### src/rtl/refmon_pkg.sv
// Package: shared mode codes and helpers for the reference clock loss monitor.
// Assumes a 3-bit clock generator mode code; codes 6 and 7 are unused.
package refmon_pkg;

    localparam int MODE_W = 3;

    localparam logic [MODE_W-1:0] MODE_ENG_INT    = 3'd0;
    localparam logic [MODE_W-1:0] MODE_ENG_EXT    = 3'd1;
    localparam logic [MODE_W-1:0] MODE_BYP_INT    = 3'd2;
    localparam logic [MODE_W-1:0] MODE_BYP_EXT    = 3'd3;
    localparam logic [MODE_W-1:0] MODE_BYP_INT_LP = 3'd4;
    localparam logic [MODE_W-1:0] MODE_BYP_EXT_LP = 3'd5;

    // True for the modes in which the loop runs and can serve as a timebase.
    function automatic logic mode_loop_on(input logic [MODE_W-1:0] m);
        return (m == MODE_ENG_INT) || (m == MODE_ENG_EXT) ||
               (m == MODE_BYP_INT) || (m == MODE_BYP_EXT);
    endfunction

endpackage

### src/rtl/refmon_sync_edge.sv
// Module: brings the asynchronous reference into the monitor domain through
// a flop chain and flags each rising edge for one monitor cycle.
// Assumes the reference is slower than half the monitor clock.
module refmon_sync_edge #(
    parameter int STAGES = 2
) (
    input  logic clk,
    input  logic rst_n,
    input  logic async_in,
    output logic rise
);
    localparam int CHAIN_W = STAGES + 1;

    logic [CHAIN_W-1:0] chain;

    // Shift the sampled reference through the chain; the last stage is history.
    always_ff @(posedge clk) begin
        if (!rst_n) begin
            chain <= '0;
        end else begin
            chain[0] <= async_in;
            for (int i = 1; i < CHAIN_W; i++) begin
                chain[i] <= chain[i-1];
            end
        end
    end

    // Rising edge: the synchronized level is high and the history is low.
    assign rise = chain[STAGES-1] & ~chain[STAGES];

endmodule

### src/rtl/refmon_window.sv
// Module: counts reference edges over fixed windows of monitor cycles and
// pulses loss for one cycle when a window comes up short.
// Assumes rise is already synchronous; a restart discards the next window.
module refmon_window #(
    parameter int WIN_CYCLES   = 64,
    parameter int MIN_EDGES_LO = 3,
    parameter int MIN_EDGES_HI = 12
) (
    input  logic clk,
    input  logic rst_n,
    input  logic active,
    input  logic range_hi,
    input  logic rise,
    output logic loss
);
    localparam int WIN_W  = (WIN_CYCLES > 1) ? $clog2(WIN_CYCLES) : 1;
    localparam int EDGE_W = $clog2(WIN_CYCLES + 1);
    localparam logic [WIN_W-1:0]  WIN_LAST = WIN_W'(WIN_CYCLES - 1);
    localparam logic [EDGE_W-1:0] THR_LO   = EDGE_W'(MIN_EDGES_LO);
    localparam logic [EDGE_W-1:0] THR_HI   = EDGE_W'(MIN_EDGES_HI);

    logic [WIN_W-1:0]  win_cnt;
    logic [EDGE_W-1:0] edge_cnt;
    logic [EDGE_W-1:0] edge_total;
    logic [EDGE_W-1:0] threshold;
    logic              discard;
    logic              range_q;
    logic              restart;
    logic              win_end;
    logic              short_win;

    // Decode the window end and the restart conditions.
    always_comb begin
        restart    = !active || (range_hi != range_q);
        win_end    = (win_cnt == WIN_LAST);
        edge_total = edge_cnt + EDGE_W'(rise);
        threshold  = range_hi ? THR_HI : THR_LO;
        short_win  = (edge_total < threshold);
    end

    // Advance the window, accumulate edges and judge each finished window.
    always_ff @(posedge clk) begin
        if (!rst_n) begin
            win_cnt  <= '0;
            edge_cnt <= '0;
            discard  <= 1'b1;
            range_q  <= 1'b0;
            loss     <= 1'b0;
        end else begin
            range_q <= range_hi;
            loss    <= 1'b0;
            if (restart) begin
                win_cnt  <= '0;
                edge_cnt <= '0;
                discard  <= 1'b1;
            end else if (win_end) begin
                win_cnt  <= '0;
                edge_cnt <= '0;
                discard  <= 1'b0;
                loss     <= !discard && short_win;
            end else begin
                win_cnt  <= win_cnt + 1'b1;
                edge_cnt <= edge_total;
            end
        end
    end

endmodule

### src/rtl/refmon_hold.sv
// Module: stretches a one-cycle loss pulse into a reset request of fixed
// length. Triggers that arrive while a request is running are ignored.
module refmon_hold #(
    parameter int HOLD_CYCLES = 8
) (
    input  logic clk,
    input  logic rst_n,
    input  logic trig,
    output logic req
);
    localparam int HOLD_W = $clog2(HOLD_CYCLES + 1);

    logic [HOLD_W-1:0] remain;

    // Load the hold length on a trigger, then count down to zero.
    always_ff @(posedge clk) begin
        if (!rst_n) begin
            remain <= '0;
        end else if (remain != '0) begin
            remain <= remain - 1'b1;
        end else if (trig) begin
            remain <= HOLD_W'(HOLD_CYCLES);
        end
    end

    assign req = (remain != '0);

endmodule

### src/rtl/refmon_cause.sv
// Module: sticky reset-cause flag. Only the power-on reset clears it; the
// system reset merely blocks new sets. A set wins over a clear.
module refmon_cause (
    input  logic clk,
    input  logic por_n,
    input  logic sys_ok,
    input  logic set,
    input  logic clr,
    output logic flag
);
    // Set on a loss, clear on a write of one, survive the system reset.
    always_ff @(posedge clk) begin
        if (!por_n) begin
            flag <= 1'b0;
        end else if (sys_ok && set) begin
            flag <= 1'b1;
        end else if (clr) begin
            flag <= 1'b0;
        end
    end

endmodule

### src/rtl/refclk_loss_monitor.sv
// Module: top of the reference clock loss monitor. It gates the measurement
// on enable, mode and loop readiness, and combines the window judge, the
// request stretcher and the sticky cause flag.
// Assumes mon_clk is valid whenever loop_ready is 1; both resets are synchronous.
module refclk_loss_monitor
    import refmon_pkg::*;
#(
    parameter int WIN_CYCLES   = 64,
    parameter int MIN_EDGES_LO = 3,
    parameter int MIN_EDGES_HI = 12,
    parameter int HOLD_CYCLES  = 8,
    parameter int SYNC_STAGES  = 2
) (
    input  logic              mon_clk,
    input  logic              por_n,
    input  logic              rst_n,
    input  logic              ref_clk,
    input  logic              mon_enable,
    input  logic [MODE_W-1:0] mode,
    input  logic              range_hi,
    input  logic              loop_ready,
    input  logic              cause_clr,
    output logic              reset_req,
    output logic              cause_flag
);
    logic sys_ok;
    logic active;
    logic ref_rise;
    logic loss;

    // Combined reset for the measurement path and the run condition.
    always_comb begin
        sys_ok = rst_n && por_n;
        active = mon_enable && loop_ready && mode_loop_on(mode);
    end

    refmon_sync_edge #(.STAGES(SYNC_STAGES)) u_sync (
        .clk      (mon_clk),
        .rst_n    (sys_ok),
        .async_in (ref_clk),
        .rise     (ref_rise)
    );

    refmon_window #(
        .WIN_CYCLES   (WIN_CYCLES),
        .MIN_EDGES_LO (MIN_EDGES_LO),
        .MIN_EDGES_HI (MIN_EDGES_HI)
    ) u_window (
        .clk      (mon_clk),
        .rst_n    (sys_ok),
        .active   (active),
        .range_hi (range_hi),
        .rise     (ref_rise),
        .loss     (loss)
    );

    refmon_hold #(.HOLD_CYCLES(HOLD_CYCLES)) u_hold (
        .clk   (mon_clk),
        .rst_n (sys_ok),
        .trig  (loss),
        .req   (reset_req)
    );

    refmon_cause u_cause (
        .clk    (mon_clk),
        .por_n  (por_n),
        .sys_ok (sys_ok),
        .set    (loss),
        .clr    (cause_clr),
        .flag   (cause_flag)
    );

endmodule

### config.mk
export PLATFORM = sky130hd
export DESIGN_NAME = refclk_loss_monitor
export DESIGN_NICKNAME = d
export VERILOG_FILES = /design/src/rtl/refmon_pkg.sv /design/src/rtl/refmon_sync_edge.sv /design/src/rtl/refmon_window.sv /design/src/rtl/refmon_hold.sv /design/src/rtl/refmon_cause.sv /design/src/rtl/refclk_loss_monitor.sv
export SDC_FILE = /design/constraint.sdc
export NUM_CORES = 1
export LEC_CHECK = 0
export ABC_AREA = 1
export BUFFER_PORTS_ARGS = -buffer_cell sky130_fd_sc_hd__buf_2
export CORE_ASPECT_RATIO = 1.1
export CORE_UTILIZATION = 47
export CTS_CLUSTER_SIZE = 24
export DETAILED_ROUTE_END_ITERATION = 10
export MAX_ROUTING_LAYER = met4
export PLACE_DENSITY = 0.66
export SLEW_MARGIN = 0
export SYNTH_ARGS = -nofsm -noshare
export SYNTH_HDL_FRONTEND = slang
export SYNTH_SLANG_ARGS = --single-unit
### constraint.sdc
create_clock -name mon_clk -period 2.02 [get_ports mon_clk]
set_input_delay 0.202 -clock mon_clk [delete_from_list [all_inputs] [get_ports mon_clk]]
set_output_delay 0.202 -clock mon_clk [all_outputs]
set_load 0.05 [all_outputs]
==> summary.md, run 1 <==
| Metric | Value |
|---|---|
| Status | `complete, no violations` |
| Top-area cell type share of the netlist area | `42.6%` |
| Cells after Synth | `approximately 140` |
| Req. time, crit path | `2.29 ns` |
| Worst setup SP type | `register` |
| Post-CTS sizing | `0` |
| Syn Nets | `154` |
| Hold_buf cts | `0` |
| Fin nets | `169` |
| # rows | `18` |
| Antenna violations before repair | `0` |
| First DRT Iteration DRCs | `21` |
| Final WL | `1.66 mm` |
| Total Routing Usage GR | `13.9%` |
| Die span in y | `53.4 um` |
| First-pass DRT Iterations | `4` |
| CTS Sinks | `24` |
| Fmax | `0.541 GHz` |
| Non-filler cells, final | `181` |
| Placed insts | `177` |
| Final ANT Viol Nets | `0` |
| Mapped Avg Cell Area | `8.23 um^2` |
| Critical Path AT | `around 2.1 ns` |
| Yosys cell types | `29` |
| Initial Util | `50.1%` |
| Synth top area cells | `dfxtp_1 43%, nor2_1 7.0%, ha_1 6.7%, nand2_1 6.7%, inv_1 6.3%` |
| CTS buffer count | `3` |
| Worst-case clock buffer depth | `2` |
| Leakage | `0.523 nW` |
| Mapped Area | `1130 um^2` |
| Max-cap violation count | `0` |
| Slew Limit Headroom | `80.3%` |
| Power Dens Cells | `661 nW/um^2` |
| Drt via density | `4.52` |
| Top Ports | `13` |
| Drt drc | `0` |
| Worst slew pin tran | `slightly below 0.3 ns` |
| Max-slew violations | `0` |
| Synth Flop Type | `dfxtp_1` |
| Sequential share of the synthesized area | `42.6%` |
| CTS tree | `built` |
| Setup Buffers After CTS | `0` |
| Syn. warnings | `0` |
| Final count of hold timing violations | `0` |
| Largest net degree at the start of global routing | `15` |
| Crit path time final | `1.85 ns` |
| Fin Clk Skew | `between 0.01 and 0.015 ns` |
| WL per Instance | `9.17 um` |
| Synth top cells by count | `24 x dfxtp_1, 21 x nor2_1, 20 x nand2_1` |
| First-pass GRT wire length | `2.59 mm` |
| Final setup fails | `0` |
| Clock transition at path regs | `0.14 ns` |
| N_diodes | `0` |
| Fin crit share | `91.6%` |
| Critical Path Most Common Cell | `nor2_1` |
| Element type at the critical path end | `register` |
| Fin Setup TNS | `0 ns` |
| Root Buffer Master | `clkbuf_4` |
| Ratio of cells with drive above 1 in the final layout | `29.1%` |
| H-tree Lvls | `1` |
| Worst VDD drop | `379 uV` |
| Top-count cell post-synth | `dfxtp_1` |
| Area grow syn2layout | `14.1%` |
| Area leader, netlist | `dfxtp_1` |
| RD Place Congestion | `0.767` |
| Detail Placement HPWL | `1.29 mm` |
| DIE AREA | `2600 um^2` |
| RSZ-0062 raised after global routing | `false` |
| CP max FO | `4` |
| Die width | `48.7 um` |
| Clock Latency Late Sink | `0.32 ns` |
| Number of flops mapped to enable cells by yosys | `0` |
| Asr flop ratio synth | `0%` |
| Filler instances | `213` |
| Hold crit path type | `primary input to register` |
| Crit Path Class | `register to register` |
| Critical Path, Cell by Cell | `inv_1 -> nor2_1 -> ha_2 -> ha_4 -> nand2_2 -> inv_2 -> nor2_1 -> ha_1 -> a21oi_1 -> o21ai_0 -> nand2_1 -> nand3_1 -> nor2_1` |
| Via count | `818` |
| Core area | `between 2000 and 2500 um^2` |
| Yosys reg bits | `24` |
| IO Port Bufs | `10` |
| Slowest cell on the critical path | `dfxtp_1` |
| Grt total ovfl | `0` |
| Vias in the first global route | `657` |
| Slowest Stage Delay on Critical Path | `0.33 ns` |
## cells in the final DEF, fill, tap and decap left out, drive strengths merged, types with 3 or more instances in the layout
master and n:
clkbuf 3, nor3 3, nand3 10, ha 6, dfxtp 24, inv 20, nor2 30, a21oi 5
nand2 25, buf 11
## worst max-delay path, delay by kind of cell (launching register included)
kind / cells / cell delay (ns)
flip-flops: 1 / 0.33
AND/OR/NAND/NOR: 6 / 0.45
adder cells (fa/ha/maj): 3 / 0.67
AO/OA/AOI/OAI: 2 / 0.25
buffers and inverters: 2 / 0.13
## power breakdown
group	internal [W]	switching (W)
Combinational	0.0000126	0.0000192
Sequential	0.000476	0.000000783
Clock	0.000201	0.000141
Total	0.000689	0.000161
## metal layers
layer | global-route usage [%] | vias up | wire (um)
li1 | - | 455 | -
met1 | 17.6 | 354 | 837
met2 | 20.4 | 7 | 771
met3 | 3.45 | 2 | 35
met4 | 7.35 | 0 | 13
met5 | - | - | 0
## cells by family after synthesis
kind of cell / Yosys count / synth area share (%)
buffers and inverters: 23 / 8.88
flip-flops: 24 / 42.6
AND/OR/NAND/NOR: 72 / 34.3
AO/OA/AOI/OAI: 10 / 5.99
adder cells (fa/ha/maj): 6 / 6.66
XOR/XNOR: 2 / 1.55
## cell type report
| cell class | instances | area [um^2] | area share (%) |
|---|---|---|---|
| Inverter | 22 | 88.8 | 6.91 |
| Clock buffer | 3 | 22.5 | 1.75 |
| Multi-Input combinational cell | 90 | 569 | 44.3 |
| Timing Repair Buffer | 11 | 57.6 | 4.47 |
| Clock inverter | 1 | 30.0 | 2.33 |
| Tap cell | 30 | 37.5 | 2.92 |
| Sequential cell | 24 | 480 | 37.4 |
## stage by stage
step	util [%]	hold slack (ns)	instance area (um^2)	worst slack (ns)	total power, W
6_report	57.1	0.0518	1290	0.170	0.000850
5_1_grt	57.1	0.0356	1290	0.00250	0.000886
4_1_cts	56.1	0.0440	1260	0.0349	0.000868
3_5_place_dp	53.8	0.401	1210	0.0582	0.000519
3_3_place_gp	53.8	0.398	1210	0.0992	0.000518
2_1_floorplan	-	0.307	1130	0.214	0.000506
## final timing paths
check	startpoint	to	slack, ns	cells after the start
max	u_sync.chain[1]$_SDFF_PN0_	u_window.loss$_SDFF_PP0_	0.17	13
min	cause_clr	u_cause.flag$_SDFFE_PN0P_	0.05	2
min reg2reg	u_sync.chain[0]$_SDFF_PN0_	u_sync.chain[1]$_SDFF_PN0_	0.42	2
max reg2reg	u_sync.chain[1]$_SDFF_PN0_	u_window.loss$_SDFF_PP0_	0.17	13
## flip-flops by register name (all words and copies together) (netlist names)
register	flops
u_window.edge_cnt	7
u_window.win_cnt	6
u_hold.remain	4
u_sync.chain	3
u_cause.flag	1
u_window.discard	1
u_window.loss	1
u_window.range_q	1
Power figures use the tool's default switching activity.
==> inputs of run 2 (changes only) <==
Settings changed: ABC_AREA 1 to not set, PLACE_DENSITY 0.66 to 0.67.
==> run 2 against run 1 <==
Critical endpoint unchanged. Final cell count down 20%. Highest routed layer unchanged. Design area down 7.6%. Clock power is 1% lower. Largest power group unchanged. Maximum frequency shrank 1.4%. First-iteration DRC count fell by 24%. Sequential share of layout area is 3.2 points higher.
==> summary.md, run 2 <==
| Metric | Value |
|---|---|
| Crit path time final | `~1.9 ns` |
| N_diodes | `0` |
| IO Port Bufs | `10` |
| Mapped Avg Cell Area | `9.90 um^2` |
| Die span in y | `50.4 um` |
| Worst Hold End | `u_window.discard$_SDFFE_PP1N_` |
| Clock Latency Late Sink | `0.31 ns` |
| Power Dens Cells | `706 nW/um^2` |
| Top Ports | `13` |
| Reg2reg path depth | `9` |
| Root Buffer Master | `clkbuf_4` |
| Largest delay share family, worst path | `adder cells` |
| Slowest Stage Delay on Critical Path | `0.34 ns` |
| Core area | `2000 um^2` |
| Initial Util | `around 50%` |
| First DRT Iteration DRCs | `16` |
| Final WL | `1.56 mm` |
| Status | `complete, no violations` |
| Worst hold path depth | `3` |
| Max-cap violation count | `0` |
| Worst R2R Start | `u_sync.chain[1]$_SDFF_PN0_` |
| Top-area cell type share of the netlist area | `48.1%` |
| Worst-case clock buffer depth | `2` |
| Total Power | `0.000839 W` |
| Slew Limit Headroom | `63.9%` |
| Asr flop ratio synth | `0%` |
| Reg with most FFs | `u_window.edge_cnt` |
| Comb pwr share | `3.0%` |
| First-pass GRT wire length | `roughly 2.7 mm` |
| Mapped Area | `~1000 um^2` |
| CP max FO | `3` |
| Drt drc | `0` |
| Slowest cell on the critical path | `dfxtp_2` |
| # rows | `17` |
| Synth top area cells | `dfxtp_1 48%, ha_1 7.5%, and3_2 5.3%, xnor2_1 5.3%, nor2_1 4.9%` |
| Final ANT Viol Nets | `0` |
| Synth Flop Type | `dfxtp_1` |
| RSZ-0062 raised after global routing | `false` |
| Number of flops mapped to enable cells by yosys | `0` |
| Critical Path Most Common Cell | `ha_4` |
| Total Routing Usage GR | `16.2%` |
| Leakage | `roughly 0.5 nW` |
| Sequential power share | `56.8%` |
| Reg-to-Reg End | `u_window.loss$_SDFF_PP0_` |
| RD Place Congestion | `0.764` |
| Syn Nets | `about 120` |
| Antenna violations before repair | `0` |
| WP buf/inv | `0` |
| Worst VDD drop | `around 500 uV` |
| Biggest regs | `u_window.edge_cnt (7), u_window.win_cnt (6), u_hold.remain (4)` |
| Fin nets | `134` |
| Hold path startpoint | `mode[2]` |
| CTS tree | `built` |
| Critical Path, Cell by Cell | `nor2b_2 -> ha_4 -> ha_4 -> xor2_2 -> ha_1 -> o21ai_1 -> a21oi_1 -> nor4_1 -> o2111a_1` |
| Max-slew violations | `0` |
| Die width | `46.0 um` |
| Fin Setup TNS | `0 ns` |
| Final count of hold timing violations | `0` |
| Clock network power share | `40.3%` |
| R2R Setup Slk | `0.14 ns` |
| Most common cell after layout, fill and taps aside | `dfxtp_1` |
| Placed cell area | `around 1100 um^2` |
| Drt via density | `4.90` |
| Vias in the first global route | `661` |
| Critical Path AT | `2.14 ns` |
| DIE AREA | `2320 um^2` |
| Grt total ovfl | `0` |
| Worst slew pin tran | `0.538 ns` |
| Req. time, crit path | `2.28 ns` |
| First-pass DRT Iterations | `6` |
| Final setup fails | `0` |
| Max reg flops | `7` |
| Fin crit share | `92.8%` |
| Largest net degree at the start of global routing | `15` |
| Int Power | `0.000687 W` |
| Syn. warnings | `0` |
| Worst setup SP type | `register` |
| Fmax | `0.533 GHz` |
| Commonest cells after routing, fill and taps aside | `23 x dfxtp_1, 13 x nor2_1, 10 x buf_2` |
| H-tree Lvls | `1` |
| Detail Placement HPWL | `approximately 1.2 mm` |
| CTS Sinks | `24` |
| Area grow syn2layout | `18.9%` |
| Sequential share of the synthesized area | `48.1%` |
| Yosys reg bits | `24` |
| Sw Pwr | `between 0.00015 and 0.0002 W` |
| Clock transition at path regs | `~0.13 ns` |
| Synth top cells by count | `24 x dfxtp_1, 13 x nor2_1, 9 x nand2_1` |
| WL per Instance | `10.8 um` |
| Hold_buf cts | `0` |
| Element type at the critical path end | `register` |
| Top-count cell post-synth | `dfxtp_1` |
| Fin Clk Skew | `just over 0.006 ns` |
| Ratio of cells with drive above 1 in the final layout | `between 20% and 30%` |
| CTS buffer count | `3` |
| Hold crit path type | `primary input to register` |
| Via count | `705` |
| Fin area | `1190 um^2` |
| Cells after Synth | `101` |
| Switch share | `18.1%` |
| Crit Path Class | `register to register` |
| Area leader, netlist | `dfxtp_1` |
| Yosys cell types | `25` |
## run 2: stage by stage
step / utilization [%] / cells / worst slack, ns / hold slack (ns)
global placement: 54.6 / 140 / 0.0942 / 0.425
floorplan: - / 101 / 0.183 / 0.321
finish: 59.4 / 144 / 0.145 / 0.139
global route: 59.4 / 144 / 0.0241 / 0.127
CTS: 58.6 / 144 / 0.0316 / 0.130
detailed placement: 54.6 / 140 / 0.0165 / 0.434
## run 2: worst register-to-register path, delay by kind of cell (launching register included)
kind                     cells  cell delay, ns
XOR/XNOR                     1            0.14
adder cells (fa/ha/maj)      3            0.60
flip-flops                   1            0.34
AND/OR/NAND/NOR              2            0.35
AO/OA/AOI/OAI                3            0.39
## run 2: cells by family (layout without fill, tap and decap cells)
logic type,Yosys count,count (layout),synth area share (%)
adder cells (fa/ha/maj),6,6,7.51
flip-flops,24,24,48.1
buffers and inverters,1,16,0.375
multiplexers,1,1,1.13
AO/OA/AOI/OAI,9,9,5.38
AND/OR/NAND/NOR,49,49,27.9
XOR/XNOR,11,11,9.64
## run 2: power by group through the flow
stage / Combinational, W / Clock, W / Sequential, W
finish: 0.0000251 / 0.000338 / 0.000476
detailed placement: 0.0000245 / 0 / 0.000487
floorplan: 0.0000119 / 0 / 0.000487
global placement: 0.0000239 / 0 / 0.000487
global route: 0.0000277 / 0.000363 / 0.000477
CTS: 0.0000250 / 0.000345 / 0.000476
## run 2: repair_timing
| item | 4_1_cts | 5_1_grt |
|---|---|---|
| setup endpoints to repair | 1 | 1 |
| resized for setup | 7 | 2 |
| setup buffers | 0 | 0 |
| pin swaps | 1 | 1 |
## run 2: per-layer routing
layer	share of wire (%)	wire length, um	vias to the layer above	GRT usage (%)
met3	2.6	41	2	3.24
met2	51	791	9	25.1
met4	0.90	14	0	7.35
li1	-	-	372	-
met5	0	0	-	-
met1	46	715	322	20.0
## run 2: area by class of cell
cell class,instances,area [um^2]
clock buffers,3,22.5
clock inverters,1,30.0
fillers,193,811
inverters,1,3.75
multi-input cells,76,558
flip-flops and latches,24,482
well taps,28,35.0
repair buffers,11,57.6
## run 2: worst max path at each step
stage / cells past startpoint / startpoint / endpoint / slack, ns
global route: 9 / u_sync.chain[1]$_SDFF_PN0_ / u_window.loss$_SDFF_PP0_ / 0.02
detailed placement: 9 / u_sync.chain[1]$_SDFF_PN0_ / u_window.loss$_SDFF_PP0_ / 0.02
floorplan: 9 / u_sync.chain[1]$_SDFF_PN0_ / u_window.loss$_SDFF_PP0_ / 0.18
global placement: 9 / u_sync.chain[1]$_SDFF_PN0_ / u_window.loss$_SDFF_PP0_ / 0.09
finish: 9 / u_sync.chain[1]$_SDFF_PN0_ / u_window.loss$_SDFF_PP0_ / 0.14
CTS: 9 / u_sync.chain[1]$_SDFF_PN0_ / u_window.loss$_SDFF_PP0_ / 0.03
